[src/rtl/adc_seq_pkg.sv]
package adc_seq_pkg;
    localparam int CTL_W      = 32;
    localparam int RES_W      = 10;
    localparam int CONV_CYC   = 20;
    localparam int B_CH_LO    = 24;
    localparam int CH_FLD_W   = 4;
    localparam int B_IE       = 21;
    localparam int B_REFSEL   = 19;
    localparam int B_FLAG     = 18;
    localparam int B_EN       = 17;
    localparam int B_SRST     = 16;
    localparam int B_START    = 13;
    localparam int B_DIV_LO   = 1;
    localparam logic [CTL_W-1:0] CTL_RST = 32'h000C_0001;
    localparam logic [RES_W-1:0] RES_MAX = {RES_W{1'b1}};

    typedef struct packed {
        logic [CTL_W-1:0] con;
        logic [CTL_W-1:0] data;
        logic             irq;
        logic             ch_ok;
    } ctl_state_t;
endpackage

[src/rtl/adc_conv_timer.sv]
module adc_conv_timer #(
    parameter int DIV_W    = 8,
    parameter int CONV_CYC = 20
) (
    input  logic             clk,
    input  logic             rst_n,
    input  logic             start,
    input  logic             cancel,
    input  logic [DIV_W-1:0] div,
    output logic             fire
);
    localparam int MAX_CNT = CONV_CYC * 2 * (2 ** DIV_W);
    localparam int CNT_W   = $clog2(MAX_CNT + 1);

    typedef struct packed {
        logic             active;
        logic [CNT_W-1:0] cnt;
    } tmr_t;

    tmr_t q, d;
    logic [CNT_W-1:0] prescale;
    logic [CNT_W-1:0] load_val;

    assign prescale = CNT_W'({div, 1'b0}) + CNT_W'(2);
    assign load_val = CNT_W'(CONV_CYC) * prescale - CNT_W'(1);
    assign fire     = q.active && (q.cnt == '0);

    always_comb begin
        d = q;
        if (cancel) begin
            d.active = 1'b0;
        end else if (start) begin
            d.active = 1'b1;
            d.cnt    = load_val;
        end else if (fire) begin
            d.active = 1'b0;
        end else if (q.active) begin
            d.cnt = q.cnt - CNT_W'(1);
        end
    end

    always_ff @(posedge clk or negedge rst_n) begin
        if (!rst_n) q <= '0;
        else        q <= d;
    end
endmodule

[src/rtl/adc_ratio_div.sv]
module adc_ratio_div #(
    parameter int DW    = 32,
    parameter int RES_W = 10
) (
    input  logic             clk,
    input  logic             rst_n,
    input  logic             start,
    input  logic [DW-1:0]    num,
    input  logic [DW-1:0]    den,
    output logic [RES_W-1:0] quo,
    output logic             busy
);
    localparam int CW = $clog2(RES_W + 1);

    typedef struct packed {
        logic             busy;
        logic [CW-1:0]    cnt;
        logic [DW-1:0]    rem;
        logic [RES_W-1:0] quo;
    } div_t;

    div_t q, d;
    logic [DW:0] trial;
    logic        take;

    assign trial = {q.rem, 1'b0};
    assign take  = trial >= {1'b0, q.busy ? den_q : '0};

    logic [DW-1:0] den_q;

    always_comb begin
        d = q;
        if (start) begin
            if (num >= den) begin
                d.busy = 1'b0;
                d.quo  = {RES_W{1'b1}};
                d.rem  = '0;
            end else begin
                d.busy = 1'b1;
                d.quo  = '0;
                d.rem  = num;
                d.cnt  = CW'(RES_W);
            end
        end else if (q.busy) begin
            d.rem = take ? DW'(trial - {1'b0, den_q}) : trial[DW-1:0];
            d.quo = {q.quo[RES_W-2:0], take};
            d.cnt = q.cnt - CW'(1);
            if (q.cnt == CW'(1)) d.busy = 1'b0;
        end
    end

    always_ff @(posedge clk or negedge rst_n) begin
        if (!rst_n) begin
            q     <= '0;
            den_q <= '0;
        end else begin
            q <= d;
            if (start) den_q <= den;
        end
    end

    assign quo  = q.quo;
    assign busy = q.busy;
endmodule

[src/rtl/adc_seq_ctrl.sv]
module adc_seq_ctrl
    import adc_seq_pkg::*;
#(
    parameter int NCH    = 8,
    parameter int MAG_W  = 32,
    parameter int DIV_W  = 8,
    parameter int ADDR_W = 12
) (
    input  logic               clk,
    input  logic               rst_n,
    input  logic               wr_en,
    input  logic [ADDR_W-1:0]  addr,
    input  logic [CTL_W-1:0]   wdata,
    output logic [CTL_W-1:0]   rdata,
    input  logic [NCH*MAG_W-1:0] chan_mag,
    input  logic [MAG_W-1:0]   ext_ref,
    input  logic [MAG_W-1:0]   int_ref,
    output logic               irq
);
    localparam int CH_IW = (NCH > 1) ? $clog2(NCH) : 1;
    localparam logic [ADDR_W-1:0] OFS_CON  = ADDR_W'(0);
    localparam logic [ADDR_W-1:0] OFS_DATA = ADDR_W'(4);

    ctl_state_t st_q, st_d;

    logic [MAG_W-1:0] mag_arr [NCH];
    genvar g;
    generate
        for (g = 0; g < NCH; g++) begin : g_mag
            assign mag_arr[g] = chan_mag[g*MAG_W +: MAG_W];
        end
    endgenerate

    logic             con_wr;
    logic [CH_FLD_W-1:0] ch_fld;
    logic             ch_in_range;
    logic [CH_IW-1:0] ch_idx;
    logic [MAG_W-1:0] op_num;
    logic [MAG_W-1:0] op_den;
    logic             conv_start;
    logic             conv_cancel;
    logic             tmr_fire;
    logic [RES_W-1:0] div_quo;
    logic             div_busy;

    assign con_wr      = wr_en && (addr == OFS_CON);
    assign ch_fld      = wdata[B_CH_LO +: CH_FLD_W];
    assign ch_in_range = {{(32-CH_FLD_W){1'b0}}, ch_fld} < 32'(NCH);
    assign ch_idx      = ch_fld[CH_IW-1:0];
    assign op_num      = ch_in_range ? mag_arr[ch_idx] : '0;
    assign op_den      = wdata[B_REFSEL] ? int_ref : ext_ref;

    always_comb begin
        logic [CTL_W-1:0] nc;
        st_d        = st_q;
        conv_start  = 1'b0;
        conv_cancel = 1'b0;
        nc          = wdata;
        if (con_wr) begin
            if (wdata[B_SRST]) begin
                st_d.con    = CTL_RST;
                st_d.data   = '0;
                st_d.irq    = 1'b0;
                st_d.ch_ok  = 1'b0;
                conv_cancel = 1'b1;
            end else begin
                if (wdata[B_FLAG]) begin
                    nc[B_FLAG] = 1'b0;
                    st_d.irq   = 1'b0;
                end else begin
                    nc[B_FLAG] = st_q.con[B_FLAG];
                end
                st_d.con = nc;
                if (nc[B_EN]) begin
                    if (nc[B_START] && !st_q.con[B_START]) begin
                        conv_start = 1'b1;
                        st_d.ch_ok = ch_in_range;
                    end else if (!nc[B_START]) begin
                        conv_cancel = 1'b1;
                    end
                end
            end
        end
        if (tmr_fire && !conv_cancel && !conv_start && st_q.ch_ok) begin
            st_d.data           = CTL_W'(div_quo);
            st_d.con[B_START]   = 1'b0;
            if (st_d.con[B_IE]) begin
                st_d.con[B_FLAG] = 1'b1;
                st_d.irq         = 1'b1;
            end
        end
    end

    always_ff @(posedge clk or negedge rst_n) begin
        if (!rst_n) begin
            st_q       <= '0;
            st_q.con   <= CTL_RST;
        end else begin
            st_q <= st_d;
        end
    end

    adc_conv_timer #(.DIV_W(DIV_W), .CONV_CYC(CONV_CYC)) u_timer (
        .clk    (clk),
        .rst_n  (rst_n),
        .start  (conv_start),
        .cancel (conv_cancel),
        .div    (wdata[B_DIV_LO +: DIV_W]),
        .fire   (tmr_fire)
    );

    adc_ratio_div #(.DW(MAG_W), .RES_W(RES_W)) u_div (
        .clk   (clk),
        .rst_n (rst_n),
        .start (conv_start),
        .num   (op_num),
        .den   (op_den),
        .quo   (div_quo),
        .busy  (div_busy)
    );

    always_comb begin
        if (addr == OFS_CON)       rdata = st_q.con;
        else if (addr == OFS_DATA) rdata = st_q.data;
        else                       rdata = '0;
    end

    assign irq = st_q.irq;
endmodule

[config.mk]
export PLATFORM = sky130hd
export DESIGN_NAME = adc_seq_ctrl
export DESIGN_NICKNAME = d
export VERILOG_FILES = /design/src/rtl/adc_seq_pkg.sv /design/src/rtl/adc_conv_timer.sv /design/src/rtl/adc_ratio_div.sv /design/src/rtl/adc_seq_ctrl.sv
export SDC_FILE = /design/constraint.sdc
export NUM_CORES = 1
export LEC_CHECK = 0
export ABC_AREA = 1
export CAP_MARGIN = 0
export CORE_ASPECT_RATIO = 1.75
export CORE_MARGIN = 5
export CORE_UTILIZATION = 32
export CTS_CLUSTER_SIZE = 25
export DETAILED_ROUTE_END_ITERATION = 16
export PLACE_DENSITY = 0.64
export SLEW_MARGIN = 20
export SYNTH_ARGS = -nofsm -noshare
export SYNTH_HDL_FRONTEND = slang
export SYNTH_HIERARCHICAL = 1
export SYNTH_SLANG_ARGS = --single-unit
[constraint.sdc]
create_clock -name clk -period 3.6 [get_ports clk]
set_clock_uncertainty 0.1 [all_clocks]
set_input_delay 0.72 -clock clk [delete_from_list [all_inputs] [get_ports clk]]
set_output_delay 0.72 -clock clk [all_outputs]
set_load 0.005 [all_outputs]
==> results.rst, run 1 <==
.. list-table::
   :header-rows: 1

   * - Metric
     - Value
   * - Top-area cell type share of the netlist area
     - 0.2323
   * - Transition time of the tightest slew-check pin
     - 753.8 ps
   * - Antenna-violating nets left
     - 0
   * - Detailed-route vias per instance
     - 5.008
   * - Count of placed standard cells including taps
     - 3,328
   * - Clock sink count
     - 137
   * - Worst Setup End Kind
     - output port
   * - Most area-consuming cells after synthesis
     - sky130_fd_sc_hd__dfrtp_1 23%, sky130_fd_sc_hd__nand2_1 13%, sky130_fd_sc_hd__o21ai_0 9.5%
   * - Total stage count of the critical path
     - 7
   * - Fraction of the core area covered by cells at the end of the flow
     - 0.4562
   * - Final Critical Period
     - 3388 ps
   * - Final worst setup slack
     - 212.0 ps
   * - Root Buffer
     - sky130_fd_sc_hd__clkbuf_16
   * - Ratio of cells with drive above 1 in the final layout
     - 0.09946
   * - Fillers
     - 4,679
   * - H-tree levels
     - 4
   * - Buffers added on ports
     - 398
   * - Vias
     - 16,850
   * - Largest net degree at the start of global routing
     - 75
   * - Final cell count without fillers
     - 3,364
   * - Max Transition Viols Final
     - 0
   * - Type of the most critical hold path
     - in -> async
   * - DIE AREA
     - 49,620 um2
   * - Pre-CTS WS
     - -639.4 ps
   * - F_max
     - 0.2952 GHz
   * - Final worst-path cycle share
     - 0.9411
   * - Internal power summed over all cells
     - 3350 uW
   * - Count leader, synth
     - sky130_fd_sc_hd__nand2_1
   * - Final HPWL from detailed placement
     - 49,670 um
   * - DRC marker count from the first detailed-route iteration
     - 794
   * - Detailed-route wire length per cell
     - 17.47 um
   * - Flip-flop cell with the highest count after synthesis
     - sky130_fd_sc_hd__dfrtp_1
   * - Cell-by-cell trace of the critical path
     - clkdlybuf4s50_1, nor2_1, nand2_1, nor2_4, nand2_4, o22ai_1, clkdlybuf4s50_1
   * - Wire length of the first global-routing pass
     - 90,180 um
   * - Number of antenna violations at the first check in global routing
     - 4
   * - Avg Synthesized Cell Area
     - 6.217 um2
   * - FP Rows
     - 103
   * - Area Overhead vs Synth
     - 41.74%
   * - Arrival time of data at the critical path endpoint
     - 2570 ps
   * - Remaining Overflow, GRT
     - 0
   * - TritonCTS clock tree
     - built
   * - Residual DRC
     - 0
   * - Kind of start point of the critical path
     - input port
   * - Sum of buffers and inverters on the critical path
     - 2
   * - Largest delay contributor family on the critical path
     - buffers and inverters
   * - Final wirelength
     - 58,760 um
   * - Part of the Yosys area used for sequential elements
     - 0.2378
   * - Via count of the first global-routing pass
     - 17,350
   * - Mapped Nets
     - 2,800
   * - Fraction of power spent switching nets
     - 0.2801
   * - Starting density of the core
     - 0.3219
   * - Logic pwr share
     - 0.276
   * - Type of the worst setup path
     - in -> out
   * - Post-layout net count
     - 3,250
   * - Synth warn
     - 6
   * - Pre-antenna DRT Iters
     - 5
   * - Clk slew on worst S/H paths
     - 60 ps
   * - Power per standard cell area
     - 227.4 nW/um2
   * - Psw
     - 1304 uW
   * - Largest vdd supply drop
     - 321.5 uV
   * - Core footprint
     - 44,850 um2
   * - Dominant cell type by count on the critical path
     - sky130_fd_sc_hd__clkdlybuf4s50_1
   * - Maximum capacitance violations
     - 0
   * - Cell type contributing the most total cell area after synthesis
     - sky130_fd_sc_hd__dfrtp_1
   * - Setup Viol. Count Final
     - 0
   * - Clock group share of total power
     - 0.393
   * - Worst EP required
     - 2780 ps
   * - Most instantiated cells after synthesis
     - 513 x sky130_fd_sc_hd__nand2_1, 346 x sky130_fd_sc_hd__nor2_1, 306 x sky130_fd_sc_hd__inv_1
   * - Inserted Clock Buffers
     - 17
   * - Fin area
     - 20,460 um2
   * - Async set-or-reset flop fraction in the synthesized netlist
     - 1.000
   * - Power, Total
     - 4654 uW
   * - Slowest stage delay, CP
     - 550 ps
   * - Leak Pwr
     - 0.009896 uW
   * - Post-synth EDFFs
     - 0
   * - Global-route total usage across every layer
     - 0.2287
   * - Worst setup path endpoint
     - rdata[3]
   * - Number of top-level pins
     - 400
   * - Clock latency on the worst-skew pair
     - 440 ps
   * - Flop and latch count out of synthesis
     - 137
   * - Hold-fix buffers at CTS
     - 0
   * - Sequential power share
     - 0.332
   * - Maximum fanout count along the critical path
     - 32
   * - Die boundary height
     - 291.0 um
   * - Worst R2R Setup Slack
     - 620 ps
   * - Number of endpoints with negative hold slack in the final report
     - 0
   * - Placed instance area
     - 19,750 um2
   * - Horizontal die dimension
     - 170.6 um
   * - Startpoint of the most critical register-to-register path
     - u_div/busy
   * - Number of library cell types mapped by synthesis
     - 52
   * - RePlAce Congestion
     - 0.9880
   * - Destination of the worst register-to-register timing path
     - u_div/q[34]
   * - Status
     - complete, no violations
   * - Clock buffer depth
     - 2
   * - Crit path launch
     - addr[5]
   * - Worst slew margin relative to its limit
     - 0.4974
   * - Post-synthesis cell area
     - 14,440 um2
   * - Register-to-Register Path Depth
     - 15
   * - Gate count of the mapped netlist
     - 2,322
   * - Cell at the slowest stage of the critical path
     - sky130_fd_sc_hd__clkdlybuf4s50_1
==> power groups by stage <==
| stage | logic (uW) | clock network (uW) | registers (uW) |
|---|---|---|---|
| 2_1_floorplan | 495 | 0 | 1570 |
| 3_3_place_gp | 1260 | 0 | 1570 |
| 3_5_place_dp | 1270 | 0 | 1570 |
| 4_1_cts | 1270 | 1880 | 1540 |
| 5_1_grt | 1420 | 1930 | 1540 |
| 6_report | 1280 | 1830 | 1540 |
==> state kept, by name, summed over array words and instances (netlist names) <==
name and flops:
u_div/quo 10, st_q 42, u_div/den_q 32, u_div/q 36, u_timer/q 15, irq 1, u_div/busy 1
==> worst register-to-register path, delay by kind of cell, from the launching register on <==
family,cells,cell delay (ps)
DFF,1,320
buffers and inverters,2,460
adders and majority gates,1,300
AOI/OAI and AO/OA,2,320
and+or+nand+nor,10,1330
==> repair_timing <==
| item | in CTS | in global routing |
|---|---|---|
| pin swaps | 0 | 2 |
| setup buffers | 0 | 1 |
| gates resized for setup | 3 | 19 |
| endpoints found under the setup margin | 30 | 46 |
| gates cloned | 0 | 1 |
==> layout by cell type, fill, tap and decap left out, types with 33 or more instances in the layout <==
master                              n
sky130_fd_sc_hd__nand3_1          179
sky130_fd_sc_hd__nand2_1          511
sky130_fd_sc_hd__buf_4            135
sky130_fd_sc_hd__nand4_1           46
sky130_fd_sc_hd__dfrtp_1          134
sky130_fd_sc_hd__o21ai_0          271
sky130_fd_sc_hd__a31oi_1           33
sky130_fd_sc_hd__a21oi_1           59
sky130_fd_sc_hd__inv_1            304
sky130_fd_sc_hd__ha_1             107
sky130_fd_sc_hd__nor2_1           345
sky130_fd_sc_hd__clkdlybuf4s50_1  392
==> through the flow <==
stage	hold slack [ps]	setup TNS, ps
floorplan	324.4	0
global placement	388.0	-23370
detailed placement	390.7	-24850
CTS	234.5	0
global route	268.9	-5.743
finish	208.4	0
==> worst min path at each step <==
stage	to	slack [ps]	cells after the start
6_report	u_timer/q[4]	210	1
5_1_grt	u_timer/q[5]	270	1
4_1_cts	u_timer/q[6]	230	1
3_5_place_dp	st_q[8]	390	2
3_3_place_gp	st_q[2]	390	2
2_1_floorplan	irq	320	0
==> final cells by class <==
cell class                      instances  area (um2)  area share
Clock buffer                           19       432.9     0.02116
Clock inverter                         13       168.9    0.008255
Sequential cell                       137        3432      0.1677
Timing Repair Buffer                  547        5245      0.2563
Inverter                              314        1179     0.05760
Multi-Input combinational cell       1755        9276      0.4534
Tap cell                              577       721.9     0.03528
Antenna cell                            2       5.005   0.0002446
==> logic make-up after synthesis <==
kind of cell,after synthesis,synth area share
AO/OA/AOI/OAI,435,0.1612
other,1,0.0002598
multiplexers,32,0.02496
buffers and inverters,430,0.1233
XOR/XNOR,22,0.01387
AND/OR/NAND/NOR,1154,0.3414
adder cells (fa/ha/maj),111,0.09725
flip-flops,137,0.2378
==> layer usage <==
| layer | vias up | track usage | wire length [um] |
|---|---|---|---|
| met5 | - | 0 | 0 |
| met4 | 0 | 0.1109 | 2909 |
| met3 | 125 | 0.03682 | 3388 |
| met2 | 588 | 0.4410 | 31630 |
| met1 | 7687 | 0.2325 | 20840 |
| li1 | 8448 | - | - |
(Power assumes the default switching activity.)
==> inputs of run 2 (changes only) <==
--- a/config.mk
+++ b/config.mk
@@ -8,7 +8,7 @@
 export ABC_AREA = 1
 export CAP_MARGIN = 0
 export CORE_ASPECT_RATIO = 1.75
-export CORE_MARGIN = 5
+export CORE_MARGIN = 1.5
 export CORE_UTILIZATION = 32
 export CTS_CLUSTER_SIZE = 25
 export DETAILED_ROUTE_END_ITERATION = 16
==> run 2 against run 1 <==
  * Die area shrank 6.4%
  * Global-route usage up 1.0 points
  * Worst hold slack worse by 120 ps
  * Wire length is 4.6% lower
  * Sequential power about the same
  * Cell count fell by 0.65%
  * Maximum frequency is 1.8% lower
  * Final area hardly changed
  * Flip-flop and latch count did not move
  * Via count decreased by 0.55%
  * Critical path depth is 10 higher
  * Count of clock-buffer cells in the layout up 1
==> results.rst, run 2 (synthesis results as in run 1) <==
.. list-table::
   :header-rows: 1

   * - Metric
     - Value
   * - H-tree levels
     - 4 (unchanged)
   * - Kind of start point of the critical path
     - input port
   * - Type of the most critical hold path
     - in -> async
   * - Final worst-path cycle share
     - 0.9588 (+0.01769)
   * - TritonCTS clock tree
     - built
   * - Clock buffer depth
     - 2 (unchanged)
   * - Fin area
     - 20,450 um2 (about the same)
   * - Largest registers
     - st_q: 42 flops, u_div/q: 36 flops, u_div/den_q: 32 flops
   * - Hold-fix buffers at CTS
     - 0 (unchanged)
   * - Maximum capacitance violations
     - 0 (unchanged)
   * - Most flops, register
     - st_q
   * - Setup Viol. Count Final
     - 0 (unchanged)
   * - Arrival time of data at the critical path endpoint
     - 3730 ps (+1160 ps)
   * - Clock latency on the worst-skew pair
     - 440 ps (about the same)
   * - Worst EP required
     - 3880 ps (+1100 ps)
   * - Horizontal die dimension
     - 163.6 um (-4.1%)
   * - Wire length of the first global-routing pass
     - 86,620 um (-4.0%)
   * - Ratio of cells with drive above 1 in the final layout
     - 0.09570 (-0.003759)
   * - Met3 demand-to-capacity share in global routing
     - 0.02762 (-0.009197)
   * - Detailed-route wire length per cell
     - 16.77 um (-4.0%)
   * - Root Buffer
     - sky130_fd_sc_hd__clkbuf_16
   * - Number of top-level pins
     - 400 (unchanged)
   * - Type of the worst setup path
     - in -> reg
   * - Inserted Clock Buffers
     - 17 (unchanged)
   * - Final HPWL from detailed placement
     - 46,970 um (-5.4%)
   * - Via count of the first global-routing pass
     - 17,160 (-1.1%)
   * - Global-route total usage across every layer
     - 0.2388 (+0.01009)
   * - Residual DRC
     - 0 (unchanged)
   * - Worst slew margin relative to its limit
     - 0.5951 (+0.09766)
   * - Top library cells by usage in the layout, fill and taps aside
     - 512 x sky130_fd_sc_hd__nand2_1, 391 x sky130_fd_sc_hd__clkdlybuf4s50_1, 342 x sky130_fd_sc_hd__nor2_1
   * - Clk slew on worst S/H paths
     - 60 ps (about the same)
   * - Worst Setup End Kind
     - flop
   * - Number of flip-flops under the largest register name
     - 42 (unchanged)
   * - Pre-antenna DRT Iters
     - 5 (unchanged)
   * - Maximum fanout count along the critical path
     - 20 (-38%)
   * - Detailed-route vias per instance
     - 5.013 (+0.10%)
   * - Placed instance area
     - 19,710 um2 (-0.19%)
   * - Remaining Overflow, GRT
     - 0 (unchanged)
   * - Post-layout net count
     - 3,234 (-0.49%)
   * - Largest vdd supply drop
     - 362.7 uV (+13%)
   * - Number of antenna violations at the first check in global routing
     - 1 (-3)
   * - F_max
     - 0.2897 GHz (-1.8%)
   * - DIE AREA
     - 46,440 um2 (-6.4%)
   * - DRC marker count from the first detailed-route iteration
     - 747 (-5.9%)
   * - Commonest non-fill, non-tap cell in the layout
     - sky130_fd_sc_hd__nand2_1
   * - Global routing's busiest layer
     - met2
   * - Vias
     - 16,760 (-0.55%)
   * - Largest net degree at the start of global routing
     - 77 (+2.7%)
   * - Leak Pwr
     - 0.009864 uW (-0.33%)
   * - RePlAce Congestion
     - 0.9546 (-3.4%)
   * - Status
     - complete, no violations
   * - Final Critical Period
     - 3452 ps (+63.70 ps)
   * - Pre-CTS WS
     - -595.7 ps (+43.70 ps)
   * - Clock sink count
     - 137 (unchanged)
   * - Transition time of the tightest slew-check pin
     - 607.4 ps (-146.5 ps)
   * - Power per standard cell area
     - 228.8 nW/um2 (+0.59%)
   * - Final wirelength
     - 56,050 um (-4.6%)
   * - GR Layer Usage met1
     - 0.2358 (+0.003326)
   * - Setup repair after global routing missed its margin
     - false
   * - Final worst setup slack
     - 148.3 ps (-63.70 ps)
   * - Core footprint
     - 44,410 um2 (-0.97%)
   * - Starting density of the core
     - 0.3250 (+0.003156)
   * - Antenna-violating nets left
     - 0 (unchanged)
   * - Die boundary height
     - 284.0 um (-2.4%)
   * - Worst hold slack across all endpoints
     - 92.79 ps (-115.6 ps)
   * - Area Overhead vs Synth
     - 41.64% (about the same)
   * - Buffers added on ports
     - 398 (unchanged)
   * - Max Transition Viols Final
     - 0 (unchanged)
   * - FP Rows
     - 102 (-0.97%)
   * - Met2 track utilization from global routing
     - 0.4692 (+0.02820)
   * - Number of endpoints with negative hold slack in the final report
     - 0 (unchanged)
-- run 2: cell types whose count changed in the layout (fill, tap and decap cells not counted), moves of 2 or more --
cell                         delta
sky130_fd_sc_hd__buf_4         -19
sky130_fd_sc_hd__buf_12         +7
sky130_fd_sc_hd__buf_6          -5
sky130_fd_sc_hd__clkinv_4       +3
sky130_fd_sc_hd__nor2_1         -3
sky130_fd_sc_hd__clkbuf_8       +2
sky130_fd_sc_hd__clkinvlp_4     -2
sky130_fd_sc_hd__nor2_2         +2
sky130_fd_sc_hd__o21ai_0        -2
sky130_fd_sc_hd__o21ai_1        +2
-- run 2: area by class of cell --
class | instances | area (um2)
Clock buffer | 20 | 456.7
Fill cell | 4627 | 23970
Tap cell | 572 | 715.7
Timing Repair Buffer | 531 | 5204
Clock inverter | 12 | 163.9
Multi-Input combinational cell | 1755 | 9290
Inverter | 314 | 1180
Antenna cell | 1 | 2.502
Sequential cell | 137 | 3433
-- run 2: where the power goes --
group	switching (uW)	leakage [uW]	total [uW]	internal (uW)
Clock	725	0.000302	1860	1130
Sequential	0.741	0.00153	1540	1540
Combinational	577	0.00803	1280	698
Total	1300	0.00986	4680	3380
-- run 2: metrics by stage --
stage / util / power, uW / std cells / setup TNS (ps)
4_1_cts: 0.4579 / 4716 / 3339 / 0
2_1_floorplan: - / 2067 / 2322 / 0
3_3_place_gp: 0.4438 / 2813 / 3307 / -23080
5_1_grt: 0.4604 / 4894 / 3342 / 0
3_5_place_dp: 0.4438 / 2828 / 3307 / -25880
6_report: 0.4604 / 4678 / 3342 / 0
-- run 2: path summary, 6_finish.rpt --
kind | start | endpoint | slack, ps | cells past startpoint
setup / recovery | wdata[26] | u_div/q[30] | 150 | 17
hold / removal | rst_n | st_q[48] | 90 | 1
setup reg to reg | u_div/busy | u_div/q[34] | 410 | 13
hold reg to reg | st_q[11] | st_q[11] | 400 | 2
max in group asynchronous | rst_n | u_timer/q[5] | 2500 | 2
min in group clk | st_q[11] | st_q[11] | 400 | 2
-- run 2: worst max-delay path: stages --
cell	delay [ps]
sky130_fd_sc_hd__clkdlybuf4s50_1	500
sky130_fd_sc_hd__clkinv_2	110
sky130_fd_sc_hd__buf_12	150
sky130_fd_sc_hd__buf_4	190
sky130_fd_sc_hd__o21ai_1	190
sky130_fd_sc_hd__a31oi_1	90
sky130_fd_sc_hd__ha_1	330
sky130_fd_sc_hd__a21oi_1	170
sky130_fd_sc_hd__o21ai_0	110
sky130_fd_sc_hd__a21o_1	210
sky130_fd_sc_hd__nor2_2	150
sky130_fd_sc_hd__buf_4	130
sky130_fd_sc_hd__nand3_2	140
sky130_fd_sc_hd__nor2_4	170
sky130_fd_sc_hd__clkbuf_16	200
sky130_fd_sc_hd__nand2_1	60
sky130_fd_sc_hd__nand3_1	80
-- run 2: timing repair --
| item | CTS | global route |
|---|---|---|
| setup endpoints to repair | 43 | 47 |
| buffers inserted | 0 | 1 |
| resized for setup | 4 | 21 |
| cloned | 0 | 1 |
| pin swaps | 1 | 5 |
-- run 2: metal layers --
| layer | vias up | share of wire |
|---|---|---|
| met5 | - | 0 |
| met4 | 0 | 0.052 |
| met3 | 131 | 0.044 |
| met2 | 539 | 0.54 |
| met1 | 7678 | 0.36 |
| li1 | 8407 | - |
==> inputs of run 3 (changes only) <==
--- a/config.mk
+++ b/config.mk
@@ -12,6 +12,7 @@
 export CORE_UTILIZATION = 32
 export CTS_CLUSTER_SIZE = 25
 export DETAILED_ROUTE_END_ITERATION = 16
+export MAX_ROUTING_LAYER = met4
 export PLACE_DENSITY = 0.64
 export SLEW_MARGIN = 20
 export SYNTH_ARGS = -nofsm -noshare
==> run 3 against run 2 <==
  * Die area did not move
  * Register-to-register slack improved by 90 ps
  * Combinational power barely moved
  * Critical path type unchanged
  * First-iteration DRC count fell by 8.6%
  * Setup slack improved by 26 ps
  * Largest power group unchanged
==> results.rst, run 3 (synthesis results as in run 1) <==
.. list-table::
   :header-rows: 1

   * - Metric
     - Value
   * - Status
     - complete, no violations
   * - Horizontal die dimension
     - 163.6 um (unchanged)
   * - RePlAce Congestion
     - 1.005 (+5.3%)
   * - Placed instance area
     - 19,680 um2 (-0.17%)
   * - Number of flip-flops under the largest register name
     - 42 (unchanged)
   * - Clock buffer depth
     - 2 (unchanged)
   * - Final wirelength
     - 56,210 um (+0.29%)
   * - Kind of start point of the critical path
     - input port
   * - TritonCTS clock tree
     - built
   * - Cell-by-cell trace of the critical path
     - clkdlybuf4s50_1, inv_2, buf_12, buf_8, o21ai_0, a31oi_1, ha_1, a21oi_1, o21ai_0, a21o_1, nor2_1, buf_4, nand3_2, nor2_4, clkbuf_16, nand2_1, nand3_1
   * - Largest vdd supply drop
     - 330.7 uV (-8.8%)
   * - Transition time of the tightest slew-check pin
     - 543.3 ps (-64.08 ps)
   * - Leak Pwr
     - 0.009842 uW (-0.22%)
   * - Vias
     - 16,770 (+0.095%)
   * - Area used by multi-input combinational logic
     - 9281 um2 (about the same)
   * - Dominant cell type by count on the critical path
     - sky130_fd_sc_hd__o21ai_0
   * - Maximum capacitance violations
     - 0 (unchanged)
   * - Pre-antenna DRT Iters
     - 5 (unchanged)
   * - Detailed-route vias per instance
     - 5.015 (about the same)
   * - Inserted Clock Buffers
     - 17 (unchanged)
   * - Count of placed standard cells including taps
     - 3,306 (-0.030%)
   * - Buffers added on ports
     - 398 (unchanged)
   * - Number of antenna violations at the first check in global routing
     - 2 (+1)
   * - Die boundary height
     - 284.0 um (unchanged)
   * - Number of endpoints with negative hold slack in the final report
     - 0 (unchanged)
   * - Hold-fix buffers at CTS
     - 0 (unchanged)
   * - Area Overhead vs Synth
     - 41.59% (about the same)
   * - Type of the worst setup path
     - in -> reg
   * - DIE AREA
     - 46,440 um2 (unchanged)
   * - Setup Viol. Count Final
     - 0 (unchanged)
   * - Wire length of the first global-routing pass
     - 86,920 um (+0.35%)
   * - Worst EP required
     - 3880 ps (about the same)
   * - F_max
     - 0.2919 GHz (+0.77%)
   * - Number of top-level pins
     - 400 (unchanged)
   * - Clk slew on worst S/H paths
     - 70 ps (about the same)
   * - Root Buffer
     - sky130_fd_sc_hd__clkbuf_16
   * - Detailed-route wire length per cell
     - 16.81 um (+0.23%)
   * - DRC marker count from the first detailed-route iteration
     - 683 (-8.6%)
   * - Ratio of cells with drive above 1 in the final layout
     - 0.09675 (+0.001048)
   * - FP Rows
     - 102 (unchanged)
   * - Antenna-violating nets left
     - 0 (unchanged)
   * - Global-route total usage across every layer
     - 0.2469 (+0.008105)
   * - Remaining Overflow, GRT
     - 0 (unchanged)
   * - Fillers
     - 4,734 (+2.3%)
   * - Type of the most critical hold path
     - in -> async
   * - Starting density of the core
     - 0.3250 (unchanged)
   * - Register-to-Register Path Depth
     - 14 (+1)
   * - Power, Total
     - 4618 uW (-1.3%)
   * - Residual DRC
     - 0 (unchanged)
   * - Cell at the slowest stage of the critical path
     - sky130_fd_sc_hd__clkdlybuf4s50_1
   * - Fin area
     - 20,440 um2 (about the same)
   * - Clock latency on the worst-skew pair
     - 450 ps (about the same)
   * - Top library cells by usage in the layout, fill and taps aside
     - 512 x sky130_fd_sc_hd__nand2_1, 393 x sky130_fd_sc_hd__clkdlybuf4s50_1, 344 x sky130_fd_sc_hd__nor2_1
   * - Commonest non-fill, non-tap cell in the layout
     - sky130_fd_sc_hd__nand2_1
   * - Worst slew margin relative to its limit
     - 0.6378 (+0.04272)
   * - Max Transition Viols Final
     - 0 (unchanged)
   * - Most flops, register
     - st_q
   * - Largest net degree at the start of global routing
     - 67 (-13%)
   * - Clock sink count
     - 137 (unchanged)
   * - Slowest stage delay, CP
     - 440 ps (-60 ps)
   * - Core footprint
     - 44,410 um2 (unchanged)
   * - Post-layout net count
     - 3,235 (+0.031%)
   * - Largest registers
     - st_q: 42 flops, u_div/q: 36 flops, u_div/den_q: 32 flops
   * - Power per standard cell area
     - 226.0 nW/um2 (-1.2%)
   * - Setup repair after global routing missed its margin
     - false
   * - Arrival time of data at the critical path endpoint
     - 3710 ps (-20 ps)
   * - Final cell count without fillers
     - 3,344 (+0.060%)
   * - Final HPWL from detailed placement
     - 46,980 um (about the same)
   * - Via count of the first global-routing pass
     - 17,210 (+0.30%)
   * - Sequential cell area
     - 3433 um2 (unchanged)
   * - H-tree levels
     - 4 (unchanged)
   * - Final worst-path cycle share
     - 0.9515 (-0.007317)
   * - Final Critical Period
     - 3425 ps (-26.34 ps)
   * - Maximum fanout count along the critical path
     - 21 (+5.0%)
   * - Worst Setup End Kind
     - flop
## run 3: final cells by class
class / instances / share of cell area
clock buffer: 17 / 0.02081
multi-input combinational: 1755 / 0.4541
antenna: 2 / 0.0002449
sequential: 137 / 0.1680
tap: 572 / 0.03502
timing repair buffer: 532 / 0.2551
inverter: 314 / 0.05767
clock inverter: 15 / 0.009060
## run 3: worst max-delay path: cells and delay by family
family	cells	cell delay, ps
buffers and inverters	6	1200
AO/OA/AOI/OAI	5	880
AND/OR/NAND/NOR	5	560
adder cells (fa/ha/maj)	1	320
## run 3: report_power, final
part           leakage (uW)  switching (uW)  internal [uW]
combinational       0.00802             570            700
clock              0.000292             811            995
sequential          0.00153           0.754           1540
total               0.00984            1380           3240
## run 3: metal layers
metal	vias up	wire, um	track usage
met5	-	0	-
met4	0	2809	0.1205
met3	108	2276	0.02675
met2	523	30650	0.4740
met1	7722	20480	0.2395
li1	8418	-	-
## run 3: timing repair
action	CTS	global route
gates cloned	0	2
resized for setup	2	21
endpoints found under the setup margin	1	50
pin swaps	0	4
buffers inserted	0	2
## run 3: worst paths after layout
kind / start / end / slack, ps
hold / removal: rst_n / st_q[48] / 80
max in group asynchronous: rst_n / u_div/den_q[29] / 2530
setup / recovery: wdata[26] / u_div/q[10] / 170
setup reg to reg: u_div/busy / u_div/q[34] / 500
hold reg to reg: st_q[9] / st_q[9] / 410
min in group clk: st_q[9] / st_q[9] / 410
## run 3: through the flow
step           setup slack (ps)  setup TNS [ps]  utilization  hold WS, ps
2_1_floorplan             431.3               0            -        324.4
3_3_place_gp             -436.1          -17420       0.4431        387.1
3_5_place_dp             -508.2          -19700       0.4431        394.2
4_1_cts                   68.55               0       0.4569        64.99
5_1_grt                  0.8109               0       0.4602        95.84
6_report                  174.7               0       0.4602        77.15
